`config.mk`:
```
export PLATFORM = sky130hd
export DESIGN_NAME = canirq_flags
export DESIGN_NICKNAME = d
export VERILOG_FILES = /design/src/rtl/canirq_pkg.sv /design/src/rtl/canirq_w1c_flag.sv /design/src/rtl/canirq_rx_flag.sv /design/src/rtl/canirq_mask_reg.sv /design/src/rtl/canirq_req.sv /design/src/rtl/canirq_flags.sv
export SDC_FILE = /design/constraint.sdc
export NUM_CORES = 1
export LEC_CHECK = 0
export BUFFER_PORTS_ARGS = -buffer_cell sky130_fd_sc_hd__buf_4
export CAP_MARGIN = 40
export CELL_PAD_IN_SITES_DETAIL_PLACEMENT = 0
export CELL_PAD_IN_SITES_GLOBAL_PLACEMENT = 2
export CORE_MARGIN = 2
export CORE_UTILIZATION = 19
export CTS_BUF_LIST = sky130_fd_sc_hd__clkbuf_8
export DETAILED_ROUTE_END_ITERATION = 12
export PLACE_DENSITY = 0.82
export SYNTH_ARGS = -nofsm -noshare
export SYNTH_HDL_FRONTEND = slang
export SYNTH_SLANG_ARGS = --single-unit
export TNS_END_PERCENT = 50
```
`constraint.sdc`:
```
create_clock -name clk -period 1.2 [get_ports clk]
set_input_delay 0.12 -clock clk [delete_from_list [all_inputs] [get_ports clk]]
set_output_delay 0.12 -clock clk [all_outputs]
set_load 0.03 [all_outputs]
```
`src/rtl/canirq_pkg.sv`:
```
// Shared constants for the CAN interrupt flag register.
// Bit positions are fixed because software decodes them.
package canirq_pkg;
    localparam int REG_W    = 16;
    localparam int BIT_RX   = 9;
    localparam int BIT_RST  = 8;
    localparam int BIT_WAKE = 4;

    typedef enum logic {
        SEL_FLAGS = 1'b0,
        SEL_MASK  = 1'b1
    } reg_sel_e;
endpackage

```
`src/rtl/canirq_w1c_flag.sv`:
```
// One event flag: set by a strobe, cleared by a write-1 request.
// Assumes set and clear are single-cycle. Set has priority over clear.
module canirq_w1c_flag (
    input  logic clk,
    input  logic rst_n,
    input  logic set_i,
    input  logic clr_i,
    output logic flag_o
);
    // Flag storage; set wins over clear.
    always_ff @(posedge clk) begin
        if (!rst_n)     flag_o <= 1'b0;
        else if (set_i) flag_o <= 1'b1;
        else if (clr_i) flag_o <= 1'b0;
    end
endmodule

```
`src/rtl/canirq_rx_flag.sv`:
```
// Receive-message flag. Set by an unmasked frame store.
// Clears by itself when no enabled mailbox has a receive pending.
// Assumes the pending and mask vectors are valid every cycle.
module canirq_rx_flag #(
    parameter int NUM_MBX = 16
) (
    input  logic               clk,
    input  logic               rst_n,
    input  logic               set_i,
    input  logic [NUM_MBX-1:0] rx_pend,
    input  logic [NUM_MBX-1:0] mb_mask,
    output logic               flag_o
);
    logic none_enabled;

    // Clear condition: no mailbox with its interrupt enabled has a frame pending.
    always_comb none_enabled = ~|(rx_pend & ~mb_mask);

    // Flag storage; a new store wins over the clear condition.
    always_ff @(posedge clk) begin
        if (!rst_n)            flag_o <= 1'b0;
        else if (set_i)        flag_o <= 1'b1;
        else if (none_enabled) flag_o <= 1'b0;
    end
endmodule

```
`src/rtl/canirq_mask_reg.sv`:
```
// Interrupt mask register. Resets to all ones.
// Bit FIXED_BIT is hard-wired to 0 because that source cannot be masked.
module canirq_mask_reg #(
    parameter int W         = 16,
    parameter int FIXED_BIT = 8
) (
    input  logic         clk,
    input  logic         rst_n,
    input  logic         wr_i,
    input  logic [W-1:0] data_i,
    output logic [W-1:0] mask_o
);
    localparam logic [W-1:0] KEEP = ~(W'(1) << FIXED_BIT);

    // Mask storage with the fixed bit held at 0.
    always_ff @(posedge clk) begin
        if (!rst_n)    mask_o <= KEEP;
        else if (wr_i) mask_o <= data_i & KEEP;
    end
endmodule

```
`src/rtl/canirq_req.sv`:
```
// Registered interrupt request: the unmaskable source ORed with the gated
// maskable sources. Adds one cycle of latency after the flags.
module canirq_req (
    input  logic clk,
    input  logic rst_n,
    input  logic hard_src,
    input  logic rx_src,
    input  logic rx_mask,
    input  logic wake_src,
    input  logic wake_mask,
    output logic irq_o
);
    // Request register.
    always_ff @(posedge clk) begin
        if (!rst_n) irq_o <= 1'b0;
        else        irq_o <= hard_src | (rx_src & ~rx_mask) | (wake_src & ~wake_mask);
    end
endmodule

```
`src/rtl/canirq_flags.sv`:
```
// CAN controller interrupt flag register (top).
// Records controller events as flags, lets software clear them through the
// write port, and drives one registered request line.
// Assumes the event strobes last one cycle and are synchronous to clk.
module canirq_flags
    import canirq_pkg::*;
#(
    parameter int NUM_MBX = 16,
    localparam int IDX_W  = $clog2(NUM_MBX)
) (
    input  logic               clk,
    input  logic               rst_n,
    input  logic               evt_reset_done,
    input  logic               evt_frame_stored,
    input  logic [IDX_W-1:0]   evt_frame_mbx,
    input  logic               evt_bus_dominant,
    input  logic               in_sleep,
    input  logic [NUM_MBX-1:0] rx_pend,
    input  logic [NUM_MBX-1:0] mb_mask,
    input  logic               wr_en,
    input  logic               wr_sel,
    input  logic [REG_W-1:0]   wr_data,
    output logic [REG_W-1:0]   flags_o,
    output logic [REG_W-1:0]   mask_o,
    output logic               irq_o
);
    logic frame_set, wake_set, flag_wr, mask_wr;
    logic rx_q, rst_q, wake_q;

    // Decode the events and the write target.
    always_comb begin
        frame_set = evt_frame_stored & ~mb_mask[evt_frame_mbx];
        wake_set  = evt_bus_dominant & in_sleep;
        flag_wr   = wr_en & (reg_sel_e'(wr_sel) == SEL_FLAGS);
        mask_wr   = wr_en & (reg_sel_e'(wr_sel) == SEL_MASK);
    end

    canirq_rx_flag #(.NUM_MBX(NUM_MBX)) i_rx (
        .clk(clk), .rst_n(rst_n), .set_i(frame_set),
        .rx_pend(rx_pend), .mb_mask(mb_mask), .flag_o(rx_q)
    );

    canirq_w1c_flag i_rst (
        .clk(clk), .rst_n(rst_n), .set_i(evt_reset_done),
        .clr_i(flag_wr & wr_data[BIT_RST]), .flag_o(rst_q)
    );

    canirq_w1c_flag i_wake (
        .clk(clk), .rst_n(rst_n), .set_i(wake_set),
        .clr_i(flag_wr & wr_data[BIT_WAKE]), .flag_o(wake_q)
    );

    canirq_mask_reg #(.W(REG_W), .FIXED_BIT(BIT_RST)) i_mask (
        .clk(clk), .rst_n(rst_n), .wr_i(mask_wr),
        .data_i(wr_data), .mask_o(mask_o)
    );

    canirq_req i_req (
        .clk(clk), .rst_n(rst_n), .hard_src(rst_q),
        .rx_src(rx_q), .rx_mask(mask_o[BIT_RX]),
        .wake_src(wake_q), .wake_mask(mask_o[BIT_WAKE]),
        .irq_o(irq_o)
    );

    // Assemble the flag word; unimplemented bits read 0.
    always_comb begin
        flags_o           = '0;
        flags_o[BIT_RX]   = rx_q;
        flags_o[BIT_RST]  = rst_q;
        flags_o[BIT_WAKE] = wake_q;
    end
endmodule

```
# == Yosys cells after proc, flatten, opt, wreduce, memory -nomap -nowiden ==
# Cells that the tools add are included.
# W data, S select, Z words.
# op_classes
bitwise_logic,16
n_lt_le_gt_ge,1
reduce_logical,3
n_mux,8
n_eq_ne,1
# op_table
cell,count
$and A16 B16 Y16,1
$not A16 Y16,1
$reduce_or A16 Y1,1
$and A1 B1 Y1,8
$mux W1,7
$lt A4 B5 Y1 const B,1
$bmux W1 S4,1
$not A1 Y1,4
$reduce_bool A2 Y1,2
$ne A2 B2 Y1 const B,1
$or A1 B1 Y1,2
# word_totals
elab_cells,34
inputBits,60
reg_bits,19
out_inout_bits,33

# == Depth between registers and ports, before layout ==
# depth
depth_word,5
ltp_mapped,5
ltp_nobuf,4

# == Hierarchy ==
# From an unflattened synthesis, not the netlist that was laid out.
# hier_totals
cells_unflattened,119
area_unflattened_um2,1127.3
# modules_own_cells
mod,cells_each,seq_area_each_um2,instances,area_per_inst_um2
canirq_mask_reg,50,300.3,1,553.0
canirq_flags,31,0.0,1,295.3
canirq_rx_flag,28,20.0,1,155.1
canirq_w1c_flag,3,20.0,2,41.3
canirq_req,4,20.0,1,41.3

# == Worst setup path after synthesis ==
# Ideal clock, no wire load.
# synth_timing
path_kind,input -> register
startpoint,input evt_frame_mbx[0]
endpoint,register i_rx.flag_o
setup_time_ns,0.073
t_required_ns,1.127
n_path_buf,1
slack_ns,0.060
cell_stages,5
arrival_ns,1.067
cell_sequence,buf_6 > mux4_1 > mux2i_1 > nand4b_1 > o211ai_2
# synth_between
elab_chain_cells,5
elab_cells_between_ends,6
cone_classes,eq/ne: 1; mux: 3; bitwise: 2
# synth_rtl
element,line,rtl
"start, declared",canirq_flags.sv:15,"input logic [IDX_W-1:0] evt_frame_mbx,"
$bmux W1 S4 (*),canirq_flags.sv:32,frame_set = evt_frame_stored & ~mb_mask[evt_frame_mbx];
$mux W1 (implied by the code) (*),canirq_flags.sv:32,
$not A1 Y1 (*),canirq_flags.sv:32,
$and A1 B1 Y1 (*),canirq_flags.sv:32,
$ne A2 B2 Y1 (no source line) / $mux W1 (equally long branches),n/a,
"end signal, assigned",canirq_rx_flag.sv:21,if (!rst_n) flag_o <= 1'b0;
"end signal, assigned",canirq_rx_flag.sv:22,else if (set_i) flag_o <= 1'b1;
"end signal, assigned",canirq_rx_flag.sv:23,else if (none_enabled) flag_o <= 1'b0;
"end, declared",canirq_rx_flag.sv:12,output logic flag_o
# Every way passes the cells marked *; elsewhere a longest branch is shown, timed or not. The select of a mux whose other input is x is not followed.
# A chain may end at the register's enable or synchronous reset.

# == Final worst setup path ==
# Ends and elaborated chain as after synthesis.

==> out/results.txt <==
DRC: 0
Power density over cell area: 977.4 mW/mm²
Fillers: 636
Total of warnings raised by yosys: 0
Leakage: 0.8642 nW
Vias per cell: 3.910
Final Max Tran Viols: 0
Num Clock Sinks: 19
Hold Crit Start: wr_data[0]
WL/cell: 10.57 µm
Vias in the first global route: 976
Logic pwr share: 0.320
VDD IR max: 0.2586 mV
Layout cell share with drive strength beyond 1: 0.4058
Die ar.: 0.006434 mm²
CTS Buffer Depth: 2
Net Sw Frac: 0.3058
Die Span Y: 80.21 µm
Total vias in the final route: 1,091
WL final: 2948 µm
Syn Inst Count: 136
Multi-input gate area: 575.6 µm²
Place WS: -0.04914 ns
CP Launch Point: evt_frame_mbx[0]
Area post-placement: 0.001662 mm²
Net count, final: 268
Design Area, Final: 0.001707 mm²
Startpoint class of the critical path: primary input
Post-layout min period: 0.9665 ns
Flops & latches, synth: 19
Setup skew after layout: 0.007897 ns
ANT nets after route: 0
Sequential Area: 380.4 µm²
Critical path class: primary input to register
Core Area: 0.005574 mm²
Area delta synth->final: 54.65%
Clock power frac: 0.259
Internal: 1.158 mW
Ratio of final minimum period to clock period: 0.8054
Critical Path Fanout Max: 6
Antenna violations before repair: 0
Fin util: 0.3062
Ant. Diodes: 0
FP Rows: 27
CTS buffer count: 3
Port bufs: 78
Sequential element share of the synthesized area: 0.3447
# Post-CTS Setup Buffers: 0
Synthesized cell area: 0.001104 mm²
Rel. slew slack: 0.6402
CP required: 1.39 ns
Least-Margin Pin Slew: 0.5397 ns
# IOs: 93
Die W: 80.21 µm
NetSw: 0.5101 mW
WP data arrival: 1.16 ns
H-tree Lvls: 1
Routability cong.: 0.7427
Initial Util: 0.1980
Global-route wire length before repair: 4326 µm
Avg Cell Area, Syn: 8.114 µm²
Largest net degree at the start of global routing: 22
Flop pwr share: 0.421
Setup TNS: 0 ns
Max_cap viols: 0
CTS tree: yes
Hold-fix buffers, CTS: 0
R2R Path Start: i_wake.flag_o$_SDFFE_PN0P_
Gr ovfl total: 0
DP Wirelength: 2526 µm
Final setup viols: 0
Status: finished, final reports clean
Initial drt markers: 22
Drt first pass iters: 4
Hold Violations, Final: 0
Clock latency on the worst-skew pair: 0.25 ns
Clk slew on worst S/H paths: 0.07 ns
Total Power: 1.668 mW
Crit end category: register
Post-layout worst setup margin: 0.2335 ns
Max Clock Freq: 1.035 GHz
Hold crit path type: primary input to register
CTS resizes: 0
Root Buffer: clkbuf_8
RSZ-0062 raised after global routing: no
Synth unique cells: 24
Total global routing track utilization: 0.08709
## flip-flops by register name, indices dropped and copies added (netlist names)
signal	flops
i_mask.mask_o	15
i_rst.flag_o	1
i_req.irq_o	1
i_wake.flag_o	1
i_rx.flag_o	1
## through the flow
step,instances,hold slack [ns]
finish,279,0.06834
global route,279,0.07575
CTS,279,0.06327
detailed placement,275,0.3339
global placement,275,0.3315
floorplan,149,0.2426
## synth_stat cells, drive strengths merged
cell     number  area [µm²]
nand2        34       127.6
buf          21       158.9
dfxtp        19       380.4
nand3        15       75.07
nand2b       12       75.07
inv           6       22.52
mux2i         5       50.05
clkbuf        4       15.01
o2111ai       4       35.03
mux4          3       75.07
nor2b         3       18.77
a21oi         1       5.000
a22oi         1       7.510
and2          1       6.260
conb          1       3.750
nand4         1       6.260
nand4b        1       8.760
nor4          1       6.260
o211ai        1       12.51
o21a          1       7.510
o22ai         1       6.260
## cell usage in the layout, fill, tap and decap left out
cell       Yosys  final
nand4_1        1      1
mux4_2         1      1
nand3_1       15     15
a22oi_1        1      1
nand2b_1      12     12
nor4_1         1      1
nand4b_1       1      1
buf_4         19     79
o21a_1         1      1
o2111ai_1      4      4
nand2_1       34     34
mux4_1         2      2
and2_1         1      1
o211ai_2       1      1
a21oi_1        1      1
clkbuf_8       0      3
nor2b_1        3      3
inv_1          6      7
dfxtp_1       19     19
conb_1         1     14
o22ai_1        1      1
mux2i_1        5      5
## path summary, 6_finish.rpt
| path | endpoint | slack, ns | cells past startpoint |
|---|---|---|---|
| worst max register to register | i_req.irq_o$_SDFF_PN0_ | 0.42 | 3 |
| worst min-delay path | i_mask.mask_o[0]$_SDFFE_PN1P_ | 0.07 | 3 |
| worst max-delay path | i_rx.flag_o$_SDFFE_PN0P_ | 0.23 | 5 |
| worst min register to register | i_mask.mask_o[11]$_SDFFE_PN1P_ | 0.47 | 2 |
## cell families after synthesis
family	synth area share
other cells	0.003398
flops	0.3447
simple gates	0.2937
mux	0.1134
buf+inv	0.1780
compound gates	0.06689
## metal layers
layer	share of wire	vias up	GRT usage
li1	-	564	-
met1	0.43	455	0.1116
met2	0.44	70	0.1383
met3	0.12	2	0.02247
met4	0.0064	0	0.03559
met5	0	-	0
## worst max-delay path, stage by stage
cell and delay (ns):
buf_4 0.14, mux4_1 0.55, mux2i_1 0.14, nand4b_1 0.13, o211ai_2 0.07
## power by group through the flow
stage	clock network [mW]	registers [mW]	logic, mW
global route	0.488	0.706	0.581
detailed placement	0	0.718	0.543
CTS	0.459	0.703	0.543
finish	0.432	0.702	0.535
global placement	0	0.717	0.539
floorplan	0	0.776	0.281
## area by class of cell
class,instances,area share
clock buffer,3,0.02419
sequential,19,0.2229
inverter,6,0.01320
multi-input combinational,99,0.3372
timing repair buffer,79,0.3475
clock inverter,1,0.002199
tap,72,0.05279
Power figures use the tool's default switching activity.
